<file path="src/rtl/eid_pkg.sv">
package eid_pkg;

   typedef enum logic {
      SENSE_LEVEL = 1'b0,
      SENSE_EDGE  = 1'b1
   } sense_e;

   // Map a raw pin sample onto "active" under the given polarity.
   function automatic logic act_of(input logic raw, input logic pol_hi);
      return pol_hi ? raw : ~raw;
   endfunction

endpackage

</file>
<file path="src/rtl/eid_pin_mux.sv">
module eid_pin_mux #(
   parameter int PORT_W = 8,
   parameter int SEL_W  = 3
) (
   input  logic [PORT_W-1:0] port_in,
   input  logic [SEL_W-1:0]  sel,
   output logic              pin
);

   localparam int FULL_RANGE = (PORT_W == (1 << SEL_W)) ? 1 : 0;

   generate
      if (FULL_RANGE == 1) begin : g_direct
         // Every select code names a real pin.
         assign pin = port_in[sel];
      end else begin : g_checked
         // Codes beyond the port read as 0.
         always_comb begin
            pin = 1'b0;
            for (int i = 0; i < PORT_W; i++) begin
               if (sel == SEL_W'(i)) pin = port_in[i];
            end
         end
      end
   endgenerate

endmodule

</file>
<file path="src/rtl/eid_sync.sv">
module eid_sync #(
   parameter int STAGES = 2
) (
   input  logic clk,
   input  logic rst_n,
   input  logic d,
   output logic q
);

   logic [STAGES-1:0] chain_q;

   generate
      for (genvar s = 0; s < STAGES; s++) begin : g_stage
         if (s == 0) begin : g_first
            always_ff @(posedge clk or negedge rst_n) begin
               if (!rst_n) chain_q[0] <= 1'b0;
               else        chain_q[0] <= d;
            end
         end else begin : g_next
            always_ff @(posedge clk or negedge rst_n) begin
               if (!rst_n) chain_q[s] <= 1'b0;
               else        chain_q[s] <= chain_q[s-1];
            end
         end
      end
   endgenerate

   assign q = chain_q[STAGES-1];

endmodule

</file>
<file path="src/rtl/eid_channel.sv">
module eid_channel
   import eid_pkg::*;
(
   input  logic clk,
   input  logic rst_n,
   input  logic raw_sync,   // synchronised pin sample
   input  logic sync_ok,    // raw_sync holds a real sample
   input  logic prev_ok,    // previous sample is real too
   input  logic pol_high,
   input  logic edge_mode,
   input  logic vec_ack,
   input  logic sw_clear,
   output logic pending
);

   sense_e sense;
   logic   prev_q;
   logic   flag_q;
   logic   flag_d;
   logic   act_now;
   logic   act_prev;
   logic   edge_hit;
   logic   level_act;

   assign sense = sense_e'(edge_mode);

   // The raw previous sample is kept, and both samples are qualified with
   // the current polarity, so a polarity change alone never forms an edge.
   always_ff @(posedge clk or negedge rst_n) begin
      if (!rst_n) prev_q <= 1'b0;
      else        prev_q <= raw_sync;
   end

   assign act_now   = act_of(raw_sync, pol_high);
   assign act_prev  = act_of(prev_q, pol_high);
   assign edge_hit  = prev_ok & act_now & ~act_prev;
   assign level_act = sync_ok & act_now;

   always_comb begin
      flag_d = flag_q;
      if (sense == SENSE_LEVEL)       flag_d = 1'b0;
      else if (edge_hit)              flag_d = 1'b1;  // set beats clear
      else if (vec_ack || sw_clear)   flag_d = 1'b0;
   end

   always_ff @(posedge clk or negedge rst_n) begin
      if (!rst_n) flag_q <= 1'b0;
      else        flag_q <= flag_d;
   end

   assign pending = (sense == SENSE_EDGE) ? flag_q : level_act;

   assert_edge_sets_R4: assert property (@(posedge clk) disable iff (!rst_n)
      (edge_mode && edge_hit) |=> flag_q);

   assert_no_spurious_set_R4: assert property (@(posedge clk) disable iff (!rst_n)
      (edge_mode && !flag_q && !edge_hit) |=> !flag_q);

   assert_flag_holds_R5: assert property (@(posedge clk) disable iff (!rst_n)
      (edge_mode && flag_q && !vec_ack && !sw_clear) |=> flag_q);

   assert_ack_clears_R6: assert property (@(posedge clk) disable iff (!rst_n)
      (edge_mode && vec_ack && !edge_hit) |=> !flag_q);

   assert_sw_clear_R7: assert property (@(posedge clk) disable iff (!rst_n)
      (edge_mode && sw_clear && !edge_hit) |=> !flag_q);

   assert_level_stores_nothing_R12: assert property (@(posedge clk) disable iff (!rst_n)
      !edge_mode |=> !flag_q);

endmodule

</file>
<file path="src/rtl/ext_irq_detect.sv">
module ext_irq_detect #(
   parameter int NUM_CH      = 2,
   parameter int PORT_W      = 8,
   parameter int SEL_W       = 3,
   parameter int SYNC_STAGES = 2
) (
   input  logic                    clk,
   input  logic                    rst_n,
   input  logic [PORT_W-1:0]       port_in,
   input  logic [NUM_CH*SEL_W-1:0] pin_sel,
   input  logic [NUM_CH-1:0]       pol_high,
   input  logic [NUM_CH-1:0]       edge_mode,
   input  logic [NUM_CH-1:0]       vec_ack,
   input  logic [NUM_CH-1:0]       sw_clear,
   output logic [NUM_CH-1:0]       pending,
   output logic [NUM_CH-1:0]       irq_req
);

   localparam int FILL_W = SYNC_STAGES + 1;

   generate
      if (NUM_CH < 1) begin : g_bad_ch
         $error("ext_irq_detect: NUM_CH must be at least 1");
      end
      if (SYNC_STAGES < 2) begin : g_bad_sync
         $error("ext_irq_detect: SYNC_STAGES must be at least 2");
      end
      if ((1 << SEL_W) < PORT_W) begin : g_bad_sel
         $error("ext_irq_detect: SEL_W too narrow for PORT_W");
      end
   endgenerate

   // Shared fill marker: bit k is set after k+1 edges out of reset.
   logic [FILL_W-1:0] fill_q;
   logic              sync_ok;
   logic              prev_ok;

   always_ff @(posedge clk or negedge rst_n) begin
      if (!rst_n) fill_q <= '0;
      else        fill_q <= {fill_q[FILL_W-2:0], 1'b1};
   end

   assign sync_ok = fill_q[SYNC_STAGES-1];
   assign prev_ok = fill_q[SYNC_STAGES];

   generate
      for (genvar c = 0; c < NUM_CH; c++) begin : g_ch
         logic pin_raw;
         logic pin_sync;

         eid_pin_mux #(.PORT_W(PORT_W), .SEL_W(SEL_W)) u_mux (
            .port_in (port_in),
            .sel     (pin_sel[c*SEL_W +: SEL_W]),
            .pin     (pin_raw)
         );

         eid_sync #(.STAGES(SYNC_STAGES)) u_sync (
            .clk   (clk),
            .rst_n (rst_n),
            .d     (pin_raw),
            .q     (pin_sync)
         );

         eid_channel u_chan (
            .clk       (clk),
            .rst_n     (rst_n),
            .raw_sync  (pin_sync),
            .sync_ok   (sync_ok),
            .prev_ok   (prev_ok),
            .pol_high  (pol_high[c]),
            .edge_mode (edge_mode[c]),
            .vec_ack   (vec_ack[c]),
            .sw_clear  (sw_clear[c]),
            .pending   (pending[c])
         );
      end
   endgenerate

   assign irq_req = pending;

   assert_fill_order_R11: assert property (@(posedge clk) disable iff (!rst_n)
      prev_ok |-> sync_ok);

   assert_no_level_before_fill_R11: assert property (@(posedge clk) disable iff (!rst_n)
      !sync_ok |-> (pending == '0));

endmodule

</file>
<file path="config.mk">
export PLATFORM = sky130hd
export DESIGN_NAME = ext_irq_detect
export DESIGN_NICKNAME = d
export VERILOG_FILES = /design/src/rtl/eid_pkg.sv /design/src/rtl/eid_pin_mux.sv /design/src/rtl/eid_sync.sv /design/src/rtl/eid_channel.sv /design/src/rtl/ext_irq_detect.sv
export SDC_FILE = /design/constraint.sdc
export NUM_CORES = 1
export LEC_CHECK = 0
export ABC_CLOCK_PERIOD_IN_PS = 1100
export BUFFER_PORTS_ARGS = -buffer_cell sky130_fd_sc_hd__buf_2
export CELL_PAD_IN_SITES_DETAIL_PLACEMENT = 1
export CELL_PAD_IN_SITES_GLOBAL_PLACEMENT = 2
export CORE_ASPECT_RATIO = 1.5
export CORE_UTILIZATION = 27
export CTS_BUF_LIST = sky130_fd_sc_hd__clkbuf_4 sky130_fd_sc_hd__clkbuf_8
export DETAILED_ROUTE_END_ITERATION = 7
export PLACE_DENSITY_LB_ADDON = 0.1
export SETUP_SLACK_MARGIN = 0.2
export SLEW_MARGIN = 5
export SYNTH_ARGS = -nofsm -noshare
export SYNTH_HDL_FRONTEND = slang
export SYNTH_SLANG_ARGS = --single-unit
</file>
<file path="constraint.sdc">
create_clock -name clk -period 1.1 [get_ports clk]
set_input_delay 0.11 -clock clk [delete_from_list [all_inputs] [get_ports clk]]
set_output_delay 0.11 -clock clk [all_outputs]
set_load 0.03 [all_outputs]
</file>
==> impl_results.md, run 1 <==
- Routed wire length per instance: 12.19 um
- Number of H-tree branching levels: 1
- Initial antenna violation count: 0
- Total die area: around 2100 um^2
- VDD IR max: slightly below 0.4 mV
- Proportion of netlist area held by the largest area contributor: 0.5201
- Met2 WL post-DR: 669 um
- CTS clock-pin slew for the worst setup and hold paths: 70 ps
- Hold path start: sw_clear[1]
- Cell depth of the worst hold path: 2
- Register-to-Register Setup Slack: 90 ps
- Storage cell area: 275.3 um^2
- Fmax: roughly 750 MHz
- End of the worst register-to-register path: g_ch[1].u_chan.flag_q
- Post-layout min period: between 1000 and 1500 ps
- Clk pwr share: 0.297
- Overall track demand over capacity in global routing: 0.1179
- Cells after Synth: 38
- Starting utilization of the core area: 0.2891
- Critical path, cell by cell: and2_4, o21ai_2, o21ai_2, buf_6
- Number of setup violations in the final report: 4
- Count of TritonRoute iterations in the first routing pass: 3
- Length of routed met3 wiring: 80 um
- Fin crit share: 1.211
- Cell occurring most often along the worst timing path: sky130_fd_sc_hd__o21ai_2
- Endpoints failing hold: 0
- Routed WL: 1.097 mm
- Clk root buf: sky130_fd_sc_hd__clkbuf_4
- Hold Crit Endpoint: g_ch[1].u_chan.flag_q
- Final Max Tran Viols: 0
- Total Power: 969.3 uW
- Sequential share of power: 0.476
- Filler Cell Count: 216
- Switching power as a share of total power: 0.2425
- Net count after synthesis: 62
- Post-synthesis cell type count: 11
- Row Count: 19
- R2R Path Start: g_ch[1].u_sync.q
- Pwr/cell area: between 1000 and 1500 nW/um^2
- Cell at the slowest stage of the critical path: sky130_fd_sc_hd__dfrtp_1
- Critical path arrival: 1220 ps
- CP Launch Type: flop
- Total negative setup slack: -898.3 ps
- First-pass GRT wire length: 1.697 mm
- Kind of end point of the critical path: primary output
- Worst hold-check path type: input port to flop
- I/O pin cnt: 28
- Count of yosys warnings during synthesis: 0
- Worst R2R Path Depth: 5
- Mapped cell area: approximately 530 um^2
- Clk_lat worst skew: approximately 260 ps
- Horizontal die dimension: approximately 38 um
- Drt initial violations: 1
- Clock Sink Count: 11
- Number of global-route vias before repair: roughly 450
- TritonCTS clock tree: done
- Routed vias: 423
- Commonest non-fill, non-tap cell in the layout: sky130_fd_sc_hd__buf_2
- Post-synthesis sequential area ratio: 0.5201
- Overflow left after global routing: 0
- Worst setup slack after layout: -231.9 ps
- Synth top area cells: sky130_fd_sc_hd__dfrtp_1, sky130_fd_sc_hd__mux4_1, sky130_fd_sc_hd__buf_4, sky130_fd_sc_hd__mux2_2, sky130_fd_sc_hd__mux2i_1
- Most area-hungry cell type in the Yosys netlist: sky130_fd_sc_hd__dfrtp_1
- # Max-Cap Violations: 0
- Net Switching: 235.1 uW
- Core region area: 1831 um^2
- Worst-path fanout max: 3
- Worst Path Buf+Inv: 1
- Static leakage power: around 0.37 nW
- Required time at the endpoint of the critical path: approximately 990 ps
- Maximum clock path buffer count: 2
- Highest routed metal layer: met4
- Area Growth Syn to Fin: 42.55%
- RSZ-0062 raised after global routing: yes
- Top library cells by usage in the layout, fill and taps aside: sky130_fd_sc_hd__buf_2, sky130_fd_sc_hd__dfrtp_1
- Vertical die dimension: 56.23 um
- Weighted congestion at the end of routability-driven global placement: roughly 0.64
- Fraction of layout instances using a drive strength above 1: 0.6667
- Combinational fraction of design power: 0.227
- Antenna-violating nets left: 0
- Cell Int Power: 734.2 uW
- Nets: 94
- Synthesized flop and latch total: 11
- Delay-heaviest family, CP: flip-flops
- Number of vias per cell after detailed routing: 4.700
- Cts bufs inserted: 3
- IO buf count: 27
- Number of inserted diodes: 0
- Violations in the final reports: negative setup slack
- Met1 wire length: approximately 340 um
- Slowest stage delay, CP: 410 ps
- Clk_skew: 0.8156 ps
- Syn avg cell area: approximately 14 um^2
- Pin count of the biggest net entering global routing: 12
- Area of combinational cells with multiple inputs: 234.0 um^2
- Startpoint-to-endpoint class of the critical path: flop to primary output
- Run status: complete, but fails checks
- DRC viols: 0
## worst register-to-register path: stages, from the launching register on
cell and delay (ps):
sky130_fd_sc_hd__dfrtp_1 390, sky130_fd_sc_hd__nor2_2 60, sky130_fd_sc_hd__buf_4 130, sky130_fd_sc_hd__buf_6 100
sky130_fd_sc_hd__mux2i_1 130, sky130_fd_sc_hd__o32ai_1 90
## state kept, by name, indices dropped and copies added, names as in the netlist
register	count
g_ch.u_sync.chain_q	2
fill_q	3
g_ch.u_chan.prev_q	2
g_ch.u_chan.flag_q	2
g_ch.u_sync.q	2
## power groups by stage
stage          clock, mW  sequential (mW)  combinational, mW
5_1_grt            0.319            0.466              0.240
6_report           0.288            0.461              0.220
2_1_floorplan          0            0.462              0.116
4_1_cts            0.309            0.462              0.216
3_5_place_dp           0            0.468              0.178
3_3_place_gp           0            0.467              0.177
## routing by layer
metal / vias to the layer above / track usage
li1: 196 / -
met1: 202 / 0.08924
met2: 23 / 0.2276
met3: 2 / 0.02800
met4: 0 / 0.07653
met5: - / 0
## kinds of logic after synthesis
kind of cell,count (synthesis),share of synthesized area
other cells,1,0.007085
buf+inv,4,0.05674
simple gates,8,0.06619
mux,8,0.2790
compound gates,6,0.07093
flops,11,0.5201
## layout make-up
class	count	share of cell area
Sequential cell	11	0.3648
Multi-Input combinational cell	23	0.3101
Timing Repair Buffer	31	0.2504
Clock buffer	4	0.03980
Tap cell	21	0.03483
## worst max path at each step
stage | from | endpoint | cells past startpoint
6_report | g_ch[1].u_sync.q | irq_req[1] | 4
2_1_floorplan | g_ch[0].u_sync.q | irq_req[0] | 4
5_1_grt | g_ch[1].u_sync.q | irq_req[1] | 4
4_1_cts | g_ch[0].u_sync.q | pending[0] | 4
3_5_place_dp | g_ch[0].u_sync.q | pending[0] | 4
3_3_place_gp | g_ch[0].u_sync.q | irq_req[0] | 4
## per-stage QoR
step                      setup slack [ps]  instance area [um^2]  hold WS (ps)    util  instances
after detailed placement            -20.48                 653.1        -5.956  0.3568         82
final                               -231.9                 754.5         40.89  0.4122         90
after CTS                           -256.3                 743.2         26.46  0.4060         89
after global routing                -304.0                 754.5         39.09  0.4122         90
after floorplan                      117.3                 521.8        -185.6       -         38
after global placement              -2.870                 653.1        -4.389  0.3568         82
## synthesized netlist by cell type
cell type                 count
sky130_fd_sc_hd__o21ai_0      4
sky130_fd_sc_hd__and2_1       2
sky130_fd_sc_hd__dfrtp_1     11
sky130_fd_sc_hd__buf_4        4
sky130_fd_sc_hd__mux2i_1      2
sky130_fd_sc_hd__mux4_1       4
sky130_fd_sc_hd__nand2_1      4
sky130_fd_sc_hd__o32ai_1      2
sky130_fd_sc_hd__nor2_1       2
sky130_fd_sc_hd__mux2_2       2
sky130_fd_sc_hd__conb_1       1
## repair_timing
item / in CTS / in global routing
buffers inserted: 2 / 1
hold buffers: 1 / 0
setup endpoints to repair: 5 / 6
hold endpoints to repair: 11 / 0
pin swaps: 5 / 4
gates resized for setup: 12 / 1
Power figures use the tool's default switching activity.
==> inputs of run 2 (changes only) <==
--- a/config.mk
+++ b/config.mk
@@ -5,13 +5,15 @@
 export SDC_FILE = /design/constraint.sdc
 export NUM_CORES = 1
 export LEC_CHECK = 0
+export ABC_AREA = 1
 export ABC_CLOCK_PERIOD_IN_PS = 1100
 export BUFFER_PORTS_ARGS = -buffer_cell sky130_fd_sc_hd__buf_2
 export CELL_PAD_IN_SITES_DETAIL_PLACEMENT = 1
 export CELL_PAD_IN_SITES_GLOBAL_PLACEMENT = 2
 export CORE_ASPECT_RATIO = 1.5
-export CORE_UTILIZATION = 27
+export CORE_UTILIZATION = 24
 export CTS_BUF_LIST = sky130_fd_sc_hd__clkbuf_4 sky130_fd_sc_hd__clkbuf_8
+export CTS_CLUSTER_DIAMETER = 200
 export DETAILED_ROUTE_END_ITERATION = 7
 export PLACE_DENSITY_LB_ADDON = 0.1
 export SETUP_SLACK_MARGIN = 0.2
==> impl_results.md, run 2 <==
- Run status: complete, but fails checks
- Violations in the final reports: negative setup slack
- Non-Filler Cell Area, Final: 845.8 um^2 (+12%)
- Fin crit share: 1.136 (-0.07451)
- Instance area at placement: 772.0 um^2 (+18%)
- Clk root buf: sky130_fd_sc_hd__clkbuf_4
- Dpl hpwl: 1.276 mm
- Initial antenna violation count: 0 (unchanged)
- Count of yosys warnings during synthesis: 0 (unchanged)
- Nets: 150 (+60%)
- Top cell types by occurrence after synthesis: sky130_fd_sc_hd__nand2_1, sky130_fd_sc_hd__inv_1, sky130_fd_sc_hd__dfrtp_1
- Clk pwr share: 0.291 (-0.006)
- Pwr/cell area: 1166 nW/um^2 (-9.2%)
- Register bank with the most flops: fill_q
- Total die area: 2868 um^2 (+34%)
- Clock Sink Count: 11 (unchanged)
- Number of inserted diodes: 0 (unchanged)
- Number of global-route vias before repair: 680 (+53%)
- Fraction of layout instances using a drive strength above 1: 0.3040 (-0.3627)
- Net count after synthesis: 119 (+92%)
- Post-synthesis cell type count: 12 (+1)
- Share of flip-flops with an asynchronous set or reset after synthesis: 1.000 (unchanged)
- Count of TritonRoute iterations in the first routing pass: 5 (+2)
- R2R Path Start: g_ch[0].u_sync.q
- CTS clock-pin slew for the worst setup and hold paths: 60 ps (about the same)
- Sequential share of power: 0.465 (-0.011)
- Cell Int Power: 710.5 uW (-3.2%)
- Horizontal die dimension: 44.06 um (+15%)
- RSZ-0062 raised after global routing: yes
- I/O pin cnt: 28 (unchanged)
- Maximum clock path buffer count: 2 (unchanged)
- Utilization of the core after routing: 0.3414 (-0.07075)
- Flip-flop count of the largest register, all copies and words added: 3 (unchanged)
- Finished Layout Cells: 149 (+66%)
- Register-to-Register Setup Slack: 150 ps (+60 ps)
- Hold Crit Endpoint: g_ch[0].u_sync.chain_q[0]
- Hold path start: pin_sel[2]
- Number of vias per cell after detailed routing: 4.282 (-8.9%)
- End of the worst register-to-register path: g_ch[0].u_chan.flag_q
- TritonCTS clock tree: done
- Critical path arrival: 1140 ps (-80 ps)
- # Max-Cap Violations: 0 (unchanged)
- CP Launch Type: flop
- Number of H-tree branching levels: 1 (unchanged)
- Weighted congestion at the end of routability-driven global placement: 0.6609 (+2.9%)
- Number of setup violations in the final report: 4 (unchanged)
- Most area-hungry cell type in the Yosys netlist: sky130_fd_sc_hd__dfrtp_1
- Cells after Synth: 95 (+150%)
- Fmax: 800.1 MHz (+6.6%)
- Clk_skew: 2.068 ps (+1.253 ps)
- Startpoint-to-endpoint class of the critical path: flop to primary output
- Final Max Tran Viols: 0 (unchanged)
- Worst R2R Path Depth: 6 (+1)
- Core region area: 2477 um^2 (+35%)
- Post-synthesis sequential area ratio: 0.4322 (-0.08787)
- Proportion of netlist area held by the largest area contributor: 0.4322 (-0.08787)
- Filler Cell Count: 329 (+52%)
- Worst hold-check path type: input port to flop
- Overflow left after global routing: 0 (unchanged)
- Combinational fraction of design power: 0.244 (+0.017)
- Post-layout min period: 1250 ps (-81.96 ps)
- Overall track demand over capacity in global routing: 0.1130 (-0.004896)
- VDD IR max: 0.2824 mV (-29%)
- Cell depth of the worst hold path: 3 (+1)
- Routed wire length per instance: 9.584 um (-21%)
- Synth top area cells: sky130_fd_sc_hd__dfrtp_1, sky130_fd_sc_hd__nand2_1, sky130_fd_sc_hd__inv_1, sky130_fd_sc_hd__nand3_1, sky130_fd_sc_hd__buf_4
- Clk_lat worst skew: 260 ps (about the same)
- Syn avg cell area: 6.704 um^2 (-52%)
- Startpoint of the worst setup timing path: g_ch[1].u_sync.q
- Static leakage power: 0.5283 nW (+44%)
- DRC viols: 0 (unchanged)
- Commonest non-fill, non-tap cell in the layout: sky130_fd_sc_hd__nand2_1
- Switching power as a share of total power: 0.2797 (+0.03718)
- Endpoints failing hold: 0 (unchanged)
- Vertical die dimension: 65.09 um (+16%)
- Placed cell count: 142 (+73%)
- Routed WL: 1.428 mm (+30%)
- Number of enable-type register cells in the synthesized netlist: 0 (unchanged)
- Kind of end point of the critical path: primary output
- First-pass GRT wire length: 2.463 mm (+45%)
- Antenna-violating nets left: 0 (unchanged)
- Synthesized flop and latch total: 11 (unchanged)
- Drt initial violations: 2 (+1)
- Routed vias: 638 (+51%)
- Worst-path fanout max: 2 (-1)
- Mapped cell area: 636.9 um^2 (+20%)
- Net Switching: 275.9 uW (+17%)
- Total Power: 986.4 uW (+1.8%)
- Pin count of the biggest net entering global routing: 12 (unchanged)
- Required time at the endpoint of the critical path: 990 ps (about the same)
- Row Count: 22 (+3)
- Top library cells by usage in the layout, fill and taps aside: sky130_fd_sc_hd__nand2_1, sky130_fd_sc_hd__buf_2, sky130_fd_sc_hd__inv_1, sky130_fd_sc_hd__dfrtp_1, sky130_fd_sc_hd__nand3_1
- Area Growth Syn to Fin: 32.81%
- Commonest register cell after synthesis: sky130_fd_sc_hd__dfrtp_1
- Worst setup slack after layout: -149.9 ps (+81.96 ps)
- IO buf count: 27 (unchanged)
- Most frequently used cell type in the post-synthesis netlist: sky130_fd_sc_hd__nand2_1
- Starting utilization of the core area: 0.2571 (-0.03206)
- Cts bufs inserted: 3 (unchanged)
==> run 2: cell count changes after synthesis, moves of 3 or more <==
cell                      delta
sky130_fd_sc_hd__nand3_1     +8
sky130_fd_sc_hd__a21oi_1     +4
sky130_fd_sc_hd__nand2_1    +31
sky130_fd_sc_hd__inv_1      +20
sky130_fd_sc_hd__nor2_1      +3
sky130_fd_sc_hd__mux4_1      -4
==> run 2: worst max path at each step <==
stage                     cells past startpoint  slack [ps]          to
after global routing                          3        -220  irq_req[0]
final                                         3        -150  pending[1]
after CTS                                     3        -180  pending[1]
after floorplan                               3         140  irq_req[0]
after global placement                        3         100  irq_req[1]
after detailed placement                      3          80  pending[1]
==> run 2: cell type report <==
class                      instances  area, um^2  share of cell area
sequential                        11       275.3              0.3254
tap                               24       30.03             0.03550
timing repair buffer              30       173.9              0.2056
inverter                          22       82.58             0.09763
multi-input combinational         58       254.0              0.3003
clock buffer                       4       30.03             0.03550
==> run 2: power groups by stage <==
stage | Combinational [mW] | Sequential [mW] | Clock (mW)
finish | 0.240 | 0.459 | 0.287
global route | 0.275 | 0.462 | 0.313
CTS | 0.240 | 0.458 | 0.303
detailed placement | 0.213 | 0.470 | 0
global placement | 0.212 | 0.468 | 0
floorplan | 0.143 | 0.462 | 0
==> run 2: what timing repair did <==
action | CTS | global route
cloned | 0 | 0
pin swaps | 6 | 6
setup endpoints to repair | 4 | 6
buffers inserted | 2 | 0
hold endpoints to repair | 11 | 0
gates resized for setup | 4 | 4
hold buffers | 1 | 0
==> run 2: stage by stage <==
step | setup WS (ps) | hold slack, ps | setup TNS (ps)
6_report | -149.9 | 72.67 | -588.3
2_1_floorplan | 144.5 | -185.6 | 0
5_1_grt | -216.1 | 87.60 | -863.2
3_3_place_gp | 95.70 | -11.14 | 0
4_1_cts | -177.7 | 72.46 | -707.4
3_5_place_dp | 78.33 | -6.144 | 0
==> run 2: cell families after synthesis <==
logic type / share of synthesized area
simple gates: 0.3104
flops: 0.4322
xor+xnor: 0.02751
compound gates: 0.04715
buf+inv: 0.1768
other cells: 0.005888
==> run 2: metal layers <==
metal	global-route usage	routed length [um]
met5	0	0
met4	0.06818	23
met3	0	46
met2	0.2298	862
met1	0.1036	496
==> run 2: critical path, cell delays in order, from the launching register on <==
cell,delay (ps)
sky130_fd_sc_hd__dfrtp_1,400
sky130_fd_sc_hd__xor2_1,150
sky130_fd_sc_hd__o21ai_1,160
sky130_fd_sc_hd__buf_4,190
==> inputs of run 3 (changes only) <==
--- a/config.mk
+++ b/config.mk
@@ -7,7 +7,7 @@
 export LEC_CHECK = 0
 export ABC_AREA = 1
 export ABC_CLOCK_PERIOD_IN_PS = 1100
-export BUFFER_PORTS_ARGS = -buffer_cell sky130_fd_sc_hd__buf_2
+export BUFFER_PORTS_ARGS = -buffer_cell sky130_fd_sc_hd__clkbuf_2
 export CELL_PAD_IN_SITES_DETAIL_PLACEMENT = 1
 export CELL_PAD_IN_SITES_GLOBAL_PLACEMENT = 2
 export CORE_ASPECT_RATIO = 1.5
==> impl_results.md, run 3 (synthesized netlist as in run 2, its figures left out) <==
- Weighted congestion at the end of routability-driven global placement: 0.6952 (+5.2%)
- CP Launch Type: flop
- Horizontal die dimension: 44.06 um (unchanged)
- Number of H-tree branching levels: 1 (unchanged)
- Starting utilization of the core area: 0.2571 (unchanged)
- Violations in the final reports: negative setup slack
- Combinational fraction of design power: 0.250 (+0.006)
- Kind of end point of the critical path: primary output
- DRC viols: 0 (unchanged)
- Non-Filler Cell Area, Final: 858.3 um^2 (+1.5%)
- Maximum clock path buffer count: 2 (unchanged)
- Post-layout min period: 1272 ps (+22.19 ps)
- Commonest non-fill, non-tap cell in the layout: sky130_fd_sc_hd__nand2_1
- Fraction of layout instances using a drive strength above 1: 0.3095 (+0.005524)
- Static leakage power: 0.5399 nW (+2.2%)
- Number of setup violations in the final report: 4 (unchanged)
- Core region area: 2477 um^2 (unchanged)
- Instance area at placement: 772.0 um^2 (unchanged)
- # Max-Cap Violations: 0 (unchanged)
- Area Growth Syn to Fin: 34.77%
- Net Switching: 275.7 uW (about the same)
- Pwr/cell area: 1155 nW/um^2 (-0.97%)
- Row Count: 22 (unchanged)
- Register bank with the most flops: fill_q
- Clock Sink Count: 11 (unchanged)
- Worst setup slack after layout: -172.1 ps (-22.19 ps)
- IO buf count: 27 (unchanged)
- Routed vias: 646 (+1.3%)
- First-pass GRT wire length: 2.415 mm (-1.9%)
- Flip-flop count of the largest register, all copies and words added: 3 (unchanged)
- Cts bufs inserted: 3 (unchanged)
- Endpoints failing hold: 0 (unchanged)
- Antenna-violating nets left: 0 (unchanged)
- TritonCTS clock tree: done
- Final Max Tran Viols: 0 (unchanged)
- Clk pwr share: 0.287 (-0.004)
- Dpl hpwl: 1.282 mm (+0.47%)
- Initial antenna violation count: 0 (unchanged)
- Clk root buf: sky130_fd_sc_hd__clkbuf_4
- Clk_lat worst skew: 260 ps (about the same)
- Pin count of the biggest net entering global routing: 12 (unchanged)
- Overall track demand over capacity in global routing: 0.1130 (about the same)
- Overflow left after global routing: 0 (unchanged)
- Fin crit share: 1.156 (+0.02018)
- Total die area: 2868 um^2 (unchanged)
- Number of vias per cell after detailed routing: 4.307 (+0.58%)
- Clk_skew: 2.515 ps (+0.4464 ps)
- VDD IR max: 0.3305 mV (+17%)
- I/O pin cnt: 28 (unchanged)
- Worst hold-check path type: input port to flop
- Cell Int Power: 715.6 uW (+0.72%)
- Top library cells by usage in the layout, fill and taps aside: sky130_fd_sc_hd__nand2_1, sky130_fd_sc_hd__clkbuf_2, sky130_fd_sc_hd__inv_1, sky130_fd_sc_hd__dfrtp_1, sky130_fd_sc_hd__nand3_1
- Run status: complete, but fails checks
- CTS clock-pin slew for the worst setup and hold paths: 60 ps (about the same)
- Routed WL: 1.481 mm (+3.7%)
- Nets: 151 (+0.67%)
- Sequential share of power: 0.464 (about the same)
- Placement Setup Slack: 56.24 ps (-22.09 ps)
- Count of TritonRoute iterations in the first routing pass: 6 (+1)
- Vertical die dimension: 65.09 um (unchanged)
- RSZ-0062 raised after global routing: yes
- Utilization of the core after routing: 0.3465 (+0.005051)
- Critical path arrival: 1160 ps (+20 ps)
- Routed wire length per instance: 9.873 um (+3.0%)
- Worst-path fanout max: 3 (+1)
- Startpoint-to-endpoint class of the critical path: flop to primary output
- Drt initial violations: 7 (+5)
- Required time at the endpoint of the critical path: 990 ps (about the same)
- Number of global-route vias before repair: 665 (-2.2%)
- Fmax: 786.1 MHz (-1.7%)
- Switching power as a share of total power: 0.2781 (-0.001596)
- Total negative setup slack: -632.5 ps (-44.19 ps)
- Number of inserted diodes: 0 (unchanged)
[run 3: cell count changes in the layout (fill, tap and decap cells not counted), sizes merged]
| cell | previous run | this run |
|---|---|---|
| clkbuf | 4 | 27 |
| buf | 29 | 7 |
[run 3: final timing paths]
kind                                   from                   endpoint  slack (ps)  depth (start not counted)
min                              pin_sel[5]  g_ch[1].u_sync.chain_q[0]          80                          3
min in group asynchronous             rst_n      g_ch[0].u_chan.prev_q         260                          2
max in group asynchronous             rst_n      g_ch[1].u_chan.prev_q         630                          2
max reg2reg                g_ch[0].u_sync.q      g_ch[0].u_chan.flag_q          50                          7
max                        g_ch[1].u_sync.q                 irq_req[1]        -170                          3
min reg2reg                       fill_q[0]                  fill_q[1]         360                          0
[run 3: per-stage QoR]
| stage | hold slack (ps) | total power, mW | instances |
|---|---|---|---|
| after floorplan | -185.6 | 0.6045 | 95 |
| after global placement | -3.451 | 0.6793 | 142 |
| after CTS | 74.62 | 0.9993 | 148 |
| after detailed placement | -0.8996 | 0.6837 | 142 |
| final | 82.42 | 0.9913 | 150 |
| after global routing | 84.12 | 1.069 | 150 |
[run 3: area by class of cell]
cell class	instances	area, um^2
fill	339	1619
sequential	11	275.3
multi-input combinational	58	259.0
timing repair buffer	31	181.4
inverter	22	82.58
clock buffer	4	30.03
tap	24	30.03
[run 3: what timing repair did]
action                                  in CTS  in global routing
pin swaps                                    2                  3
buffers inserted                             1                  2
cloned                                       0                  0
endpoints found under the setup margin       4                  6
resized for setup                            5                  7
hold buffers                                 1                  0
hold endpoints to repair                    11                  0
[run 3: power groups by stage]
stage	clock network (mW)	logic (mW)	registers, mW
5_1_grt	0.322	0.283	0.464
4_1_cts	0.306	0.234	0.460
3_3_place_gp	0	0.211	0.468
6_report	0.284	0.248	0.459
2_1_floorplan	0	0.143	0.462
3_5_place_dp	0	0.214	0.470
[run 3: worst max-delay path, stage by stage, from the launching register on]
cell                      delay (ps)
sky130_fd_sc_hd__dfrtp_1         400
sky130_fd_sc_hd__xor2_1          150
sky130_fd_sc_hd__o21ai_1         170
sky130_fd_sc_hd__buf_4           180
[run 3: routing by layer]
| metal | wire length [um] | vias up | track usage | share of wire |
|---|---|---|---|---|
| met5 | 0 | - | 0 | 0 |
| met4 | 23 | 0 | 0.07955 | 0.016 |
| met3 | 47 | 2 | 0 | 0.032 |
| met2 | 910 | 18 | 0.2316 | 0.61 |
| met1 | 499 | 291 | 0.09655 | 0.34 |
| li1 | - | 335 | - | - |
